**src/rtl/sfr_pkg.sv**
```systemverilog
package sfr_pkg;
   typedef enum logic [1:0] {
      ST_IDLE = 2'd0,
      ST_RUN  = 2'd1,
      ST_END  = 2'd2
   } sfr_state_t;

   localparam logic [7:0] SFR_CMD_CONT_READ = 8'hE8;
   localparam int         SFR_BYTE_W        = 8;
endpackage

```
**src/rtl/sfr_tick_gen.sv**
```systemverilog
module sfr_tick_gen #(
   parameter int HALF_DIV = 2
) (
   input  logic clk,
   input  logic rst_n,
   input  logic en,
   output logic tick
);
   generate
      if (HALF_DIV < 1) begin : g_bad_div
         $error("sfr_tick_gen: HALF_DIV must be at least 1");
      end
      if (HALF_DIV == 1) begin : g_every_cycle
         assign tick = en;
      end else begin : g_counter
         localparam int CW = $clog2(HALF_DIV);
         localparam logic [CW-1:0] LAST = CW'(HALF_DIV - 1);
         logic [CW-1:0] cnt_q;
         always_ff @(posedge clk or negedge rst_n) begin
            if (!rst_n)             cnt_q <= '0;
            else if (!en)           cnt_q <= '0;
            else if (cnt_q == LAST) cnt_q <= '0;
            else                    cnt_q <= cnt_q + 1'b1;
         end
         assign tick = en && (cnt_q == LAST);
      end
   endgenerate
endmodule

```
**src/rtl/sfr_addr_pack.sv**
```systemverilog
module sfr_addr_pack #(
   parameter int PAGE_W = 13,
   parameter int OFF_W  = 10,
   parameter int ADDR_W = 24
) (
   input  logic [PAGE_W-1:0] page_i,
   input  logic [OFF_W-1:0]  offset_i,
   input  logic              mode512_i,
   output logic [ADDR_W-1:0] addr_o
);
   generate
      if (PAGE_W + OFF_W > ADDR_W) begin : g_bad_width
         $error("sfr_addr_pack: page and offset do not fit the address field");
      end
      if (OFF_W < 2) begin : g_bad_off
         $error("sfr_addr_pack: offset width too small");
      end
   endgenerate

   // 528-byte layout uses the full offset, 512-byte layout drops its top bit;
   // upper unused address bits are zero in both.
   logic [ADDR_W-1:0] addr_std;
   logic [ADDR_W-1:0] addr_bin;

   always_comb begin
      addr_std = ADDR_W'({page_i, offset_i});
      addr_bin = ADDR_W'({page_i, offset_i[OFF_W-2:0]});
      addr_o   = mode512_i ? addr_bin : addr_std;
   end
endmodule

```
**src/rtl/sfr_tx_shift.sv**
```systemverilog
module sfr_tx_shift #(
   parameter int W = 64
) (
   input  logic         clk,
   input  logic         rst_n,
   input  logic         load,
   input  logic [W-1:0] load_val,
   input  logic         shift,
   output logic         msb_o
);
   logic [W-1:0] sr_q;

   always_ff @(posedge clk or negedge rst_n) begin
      if (!rst_n)     sr_q <= '0;
      else if (load)  sr_q <= load_val;
      else if (shift) sr_q <= {sr_q[W-2:0], 1'b0};
   end

   assign msb_o = sr_q[W-1];
endmodule

```
**src/rtl/sfr_rx_shift.sv**
```systemverilog
module sfr_rx_shift #(
   parameter int W = 8
) (
   input  logic         clk,
   input  logic         rst_n,
   input  logic         sample,
   input  logic         din,
   output logic [W-1:0] word_next
);
   logic [W-2:0] hist_q;

   always_ff @(posedge clk or negedge rst_n) begin
      if (!rst_n)      hist_q <= '0;
      else if (sample) hist_q <= word_next[W-2:0];
   end

   assign word_next = {hist_q, din};
endmodule

```
**src/rtl/sfr_cont_read.sv**
```systemverilog
module sfr_cont_read
   import sfr_pkg::*;
#(
   parameter int HALF_DIV    = 2,
   parameter int PAGE_W      = 13,
   parameter int OFF_W       = 10,
   parameter int ADDR_BYTES  = 3,
   parameter int DUMMY_BYTES = 4
) (
   input  logic              clk,
   input  logic              rst_n,
   input  logic              start_i,
   input  logic [PAGE_W-1:0] page_i,
   input  logic [OFF_W-1:0]  offset_i,
   input  logic              mode512_i,
   input  logic              idle_high_i,
   input  logic              stop_i,
   output logic              busy_o,
   output logic [7:0]        rd_data_o,
   output logic              rd_valid_o,
   output logic              cs_n_o,
   output logic              sck_o,
   output logic              mosi_o,
   input  logic              miso_i
);
   localparam int ADDR_W  = SFR_BYTE_W * ADDR_BYTES;
   localparam int DUMMY_W = SFR_BYTE_W * DUMMY_BYTES;
   localparam int HDR_W   = SFR_BYTE_W + ADDR_W + DUMMY_W;
   localparam int HCW     = $clog2(HDR_W + 1);
   localparam int BCW     = $clog2(SFR_BYTE_W);
   localparam logic [HCW-1:0] HDR_LAST  = HCW'(HDR_W - 1);
   localparam logic [BCW-1:0] BYTE_LAST = BCW'(SFR_BYTE_W - 1);

   generate
      if (ADDR_BYTES < 1 || DUMMY_BYTES < 0) begin : g_bad_hdr
         $error("sfr_cont_read: bad header byte counts");
      end
   endgenerate

   sfr_state_t     state_q;
   logic           cs_n_q, sck_q, idle_lvl_q, stop_pend_q;
   logic           in_data_q, shift_pend_q, rd_valid_q;
   logic [HCW-1:0] hdr_cnt_q;
   logic [BCW-1:0] bit_cnt_q;
   logic [7:0]     rd_data_q;

   logic              tick, rise, fall, load_tx, shift_tx, byte_done;
   logic [ADDR_W-1:0] addr_w;
   logic [7:0]        rx_next;

   sfr_tick_gen #(.HALF_DIV(HALF_DIV)) u_tick (
      .clk   (clk),
      .rst_n (rst_n),
      .en    (state_q != ST_IDLE),
      .tick  (tick)
   );

   sfr_addr_pack #(.PAGE_W(PAGE_W), .OFF_W(OFF_W), .ADDR_W(ADDR_W)) u_addr (
      .page_i    (page_i),
      .offset_i  (offset_i),
      .mode512_i (mode512_i),
      .addr_o    (addr_w)
   );

   assign rise      = tick && (state_q == ST_RUN) && !sck_q;
   assign fall      = tick && (state_q == ST_RUN) &&  sck_q;
   assign load_tx   = (state_q == ST_IDLE) && start_i;
   assign shift_tx  = fall && shift_pend_q;
   assign byte_done = rise && in_data_q && (bit_cnt_q == BYTE_LAST);

   sfr_tx_shift #(.W(HDR_W)) u_tx (
      .clk      (clk),
      .rst_n    (rst_n),
      .load     (load_tx),
      .load_val ({SFR_CMD_CONT_READ, addr_w, {DUMMY_W{1'b0}}}),
      .shift    (shift_tx),
      .msb_o    (mosi_o)
   );

   sfr_rx_shift #(.W(SFR_BYTE_W)) u_rx (
      .clk       (clk),
      .rst_n     (rst_n),
      .sample    (rise),
      .din       (miso_i),
      .word_next (rx_next)
   );

   always_ff @(posedge clk or negedge rst_n) begin
      if (!rst_n) begin
         state_q      <= ST_IDLE;
         cs_n_q       <= 1'b1;
         sck_q        <= 1'b0;
         idle_lvl_q   <= 1'b0;
         stop_pend_q  <= 1'b0;
         in_data_q    <= 1'b0;
         shift_pend_q <= 1'b0;
         hdr_cnt_q    <= '0;
         bit_cnt_q    <= '0;
         rd_valid_q   <= 1'b0;
         rd_data_q    <= '0;
      end else begin
         rd_valid_q <= 1'b0;
         case (state_q)
            ST_IDLE: begin
               sck_q  <= idle_high_i;
               cs_n_q <= 1'b1;
               if (start_i) begin
                  idle_lvl_q   <= idle_high_i;
                  cs_n_q       <= 1'b0;
                  stop_pend_q  <= 1'b0;
                  in_data_q    <= 1'b0;
                  shift_pend_q <= 1'b0;
                  hdr_cnt_q    <= '0;
                  bit_cnt_q    <= '0;
                  state_q      <= ST_RUN;
               end
            end
            ST_RUN: begin
               if (stop_i) stop_pend_q <= 1'b1;
               if (tick)   sck_q <= ~sck_q;
               if (rise) begin
                  shift_pend_q <= 1'b1;
                  if (!in_data_q) begin
                     hdr_cnt_q <= hdr_cnt_q + 1'b1;
                     if (hdr_cnt_q == HDR_LAST) in_data_q <= 1'b1;
                  end else begin
                     bit_cnt_q <= bit_cnt_q + 1'b1;
                  end
               end
               if (fall) shift_pend_q <= 1'b0;
               if (byte_done) begin
                  rd_valid_q <= 1'b1;
                  rd_data_q  <= rx_next;
                  if (stop_pend_q || stop_i) state_q <= ST_END;
               end
            end
            ST_END: begin
               if (tick) begin
                  cs_n_q  <= 1'b1;
                  sck_q   <= idle_lvl_q;
                  state_q <= ST_IDLE;
               end
            end
            default: state_q <= ST_IDLE;
         endcase
      end
   end

   assign busy_o     = (state_q != ST_IDLE);
   assign cs_n_o     = cs_n_q;
   assign sck_o      = sck_q;
   assign rd_valid_o = rd_valid_q;
   assign rd_data_o  = rd_data_q;
endmodule

```
**config.mk**
```make
export PLATFORM = sky130hd
export DESIGN_NAME = sfr_cont_read
export DESIGN_NICKNAME = d
export VERILOG_FILES = /design/src/rtl/sfr_pkg.sv /design/src/rtl/sfr_tick_gen.sv /design/src/rtl/sfr_addr_pack.sv /design/src/rtl/sfr_tx_shift.sv /design/src/rtl/sfr_rx_shift.sv /design/src/rtl/sfr_cont_read.sv
export SDC_FILE = /design/constraint.sdc
export NUM_CORES = 1
export LEC_CHECK = 0
export BUFFER_PORTS_ARGS = -buffer_cell sky130_fd_sc_hd__clkbuf_2
export CORE_UTILIZATION = 55
export CTS_BUF_LIST = sky130_fd_sc_hd__clkbuf_2
export DETAILED_ROUTE_END_ITERATION = 10
export PLACE_DENSITY = 0.77
export SLEW_MARGIN = 20
export SYNTH_ARGS = -nofsm -noshare
export SYNTH_HDL_FRONTEND = slang
export SYNTH_SLANG_ARGS = --single-unit
export TNS_END_PERCENT = 50
```
**constraint.sdc**
```tcl
create_clock -name clk -period 2.6 [get_ports clk]
set_input_delay 0.52 -clock clk [delete_from_list [all_inputs] [get_ports clk]]
set_output_delay 0.52 -clock clk [all_outputs]
set_load 0.03 [all_outputs]
```
==> summary.md <==
| Metric | Value |
|---|---|
| Outcome | complete, no violations |
| DP HPWL | 4.05 mm |
| Syn-to-layout area delta | 11.6% |
| CTS tree | done |
| Worst Hold Launch | idle_high_i |
| Post-synthesis cell area | 0.00320 mm² |
| All-Layer GR Usage | 21.8% |
| Clk pin slew, worst setup/hold paths | 170 ps |
| Fin area | 0.00358 mm² |
| Fmax achieved | 0.441 GHz |
| Fin util | 64.2% |
| Max clock buf depth | 2 |
| Gpl congestion | 0.795 |
| Most common cell after layout, fill and taps aside | dfrtp_1 |
| Max-Cap Viols | 0 |
| VDD IR-drop max | 0.515 mV |
| Final slew viol count | 0 |
| Fin. Hold Viols | 0 |
| Fill count | 489 |
| Most frequent cells in the layout | 66 x dfrtp_1, 65 x nand2_1, 55 x clkbuf_2 |
| Ys async rst share | 100% |
| Setup repair bufs after CTS | 0 |
| Share of post-route cells with drive strength above 1 | 23.3% |
| Cells on worst reg2reg path | 6 |
| Rel. slew slack | 62.3% |
| Syn. warnings | 0 |
| Vias in the first global route | 2268 |
| Worst reg2reg endpoint | state_q[0]$_DFFE_PN0P_ |
| LEAKAGE | 1.79 nW |
| Die span in y | 78.3 µm |
| Pin count of the biggest net entering global routing | 68 |
| Syn Inst Count | 306 |
| EDFF count, synth | 0 |
| Die area | 0.00614 mm² |
| Worst setup EP type | primary output |
| Cts bufs inserted | 9 |
| Initial core utilization | 57.5% |
| Final ANT Viol Nets | 0 |
| Root Driver | clkbuf_2 |
| Worst Tran Pin Value | 566 ps |
| Average routed wire per standard cell | 13.9 µm |
| Worst Hold Depth | 3 |
| Post-place instance area | 0.00346 mm² |
| Fin Setup TNS | 0 ps |
| Final net count | 385 |
| Register area | 0.00168 mm² |
| Post-route insts no fill | 424 |
| Port-buffer cells | 42 |
| Reg2reg start | state_q[0]$_DFFE_PN0P_ |
| Vias post-DR | 2346 |
| Site row count | 27 |
| Mapped Nets | 344 |
| First-pass iteration count of the detailed router | 4 |
| Grt ovf | 0 |
| Fin crit share | 87.3% |
| # setup viols final | 0 |
| Worst hold path type | primary input to flop |
| Seq/Total Area, Yosys | 52.4% |
| Number of placed instances, taps included | 407 |
| Core area | 0.00557 mm² |
| Area taken by multi-input logic gates | 0.00139 mm² |
| WHS Endpoint | idle_lvl_q$_DFFE_PN0P_ |
| #FFs+latches synth | 67 |
| WS Path Type | flop to primary output |
| Die W | 78.3 µm |
| R2R setup slack | 480 ps |
| Worst Path Max Fanout | 12 |
| Initial antenna violation count | 0 |
| Unrepaired setup endpoints after global routing | no |
| First-pass GRT wire length | 10.3 mm |
| Top FF cell, synth | dfrtp_1 |
| CTS sink count | 67 |
| Critical path required time | 2080 ps |
| Diodes inserted | 0 |
| Clock Skew | 19.2 ps |
| Critical Path AT | 1750 ps |
| # DRC | 0 |
| CP Launch Type | flop |
| Syn Area/Cell | 10.5 µm² |
| PD cells | 854 mW/mm² |
| Minimum clock period | 2270 ps |
| Drt via density | 5.53 |
| CTS H-Tree Depth | 3 |
| DR iter-0 viols | 115 |
| Post-Route WL | 5.91 mm |
| IO Pins | 43 |
| Synth cell types | 42 |
| Clock Latency Late Sink | 500 ps |
cells by family after synthesis:
logic type                 share of synthesized area (%)
DFF                                                 52.4
AOI/OAI and AO/OA                                   11.1
xor gates and xnor gates                            1.09
muxes                                               8.55
and+or+nand+nor                                     19.4
buffers and inverters                               4.37
adders and majority gates                           3.12
how the worst max path moves through the flow:
stage	cells after the start	slack (ps)	end	start
after floorplan	7	700	state_q[0]$_DFFE_PN0P_	state_q[0]$_DFFE_PN0P_
final	4	330	busy_o	state_q[1]$_DFFE_PN0P_
after CTS	4	280	busy_o	state_q[1]$_DFFE_PN0P_
after detailed placement	6	490	state_q[0]$_DFFE_PN0P_	state_q[0]$_DFFE_PN0P_
after global placement	6	630	state_q[0]$_DFFE_PN0P_	state_q[0]$_DFFE_PN0P_
after global routing	4	140	busy_o	state_q[1]$_DFFE_PN0P_
cell type report:
| class | instances | area share [%] |
|---|---|---|
| clock buffers | 13 | 1.82 |
| inverters | 4 | 0.420 |
| repair buffers | 52 | 8.40 |
| well taps | 72 | 2.52 |
| flip-flops and latches | 67 | 46.9 |
| clock inverters | 3 | 1.15 |
| multi-input cells | 213 | 38.8 |
critical path, stage by stage (launching register included):
cell and delay [ps]:
dfrtp_1 440, inv_1 130, ha_1 400, inv_1 100, clkbuf_2 200
layer usage:
layer  vias up  part of all wire, %  global-route usage [%]
met1      1137                   44                    26.2
met5         -                    0                       0
met4         0                  1.5                    7.59
met2        49                   51                    36.2
li1       1149                    -                       -
met3        11                  3.8                    7.79
cell usage after synthesis (2+ instances only):
cell | number | area [µm²]
nor2_1 | 15 | 56.3
nand2_1 | 65 | 244
o21ai_0 | 3 | 15.0
a21oi_1 | 15 | 75.1
mux2i_1 | 15 | 150
o211ai_1 | 13 | 97.6
a221o_1 | 8 | 80.1
mux2_2 | 10 | 113
dfrtp_1 | 66 | 1650
buf_2 | 10 | 50.1
buf_6 | 3 | 33.8
nor4_1 | 2 | 12.5
nand3_1 | 21 | 105
a32o_1 | 2 | 20.0
nor3_1 | 2 | 10.0
buf_4 | 2 | 15.0
xnor2_1 | 4 | 35.0
a21o_1 | 2 | 15.0
and3_1 | 8 | 50.1
clkbuf_1 | 6 | 22.5
inv_1 | 4 | 15.0
nor2b_1 | 3 | 18.8
ha_1 | 8 | 100
flip-flops by register name (all words and copies together), names as in the netlist, 2 cells and up:
name,count
bit_cnt_q,3
rd_data_o,8
hdr_cnt_q,7
u_tx.sr_q,32
state_q,2
u_rx.hist_q,7
power by group:
part / total (mW) / internal [mW] / switching [mW]
combinational: 0.932 / 0.426 / 0.506
sequential: 1.55 / 1.34 / 0.209
clock: 0.577 / 0.236 / 0.341
total: 3.06 / 2.00 / 1.06
stage by stage:
stage / worst slack [ps] / total power [mW] / hold slack, ps
after floorplan: 698 / 2.28 / 224
after global placement: 625 / 2.46 / 465
after detailed placement: 487 / 2.51 / 472
after CTS: 283 / 3.10 / 185
after global routing: 145 / 3.29 / 169
final: 331 / 3.06 / 214
repair_timing:
action	CTS	global route
hold buffers	1	0
hold endpoints to repair	36	0
resized for setup	0	0
Power figures use the tool's default switching activity.
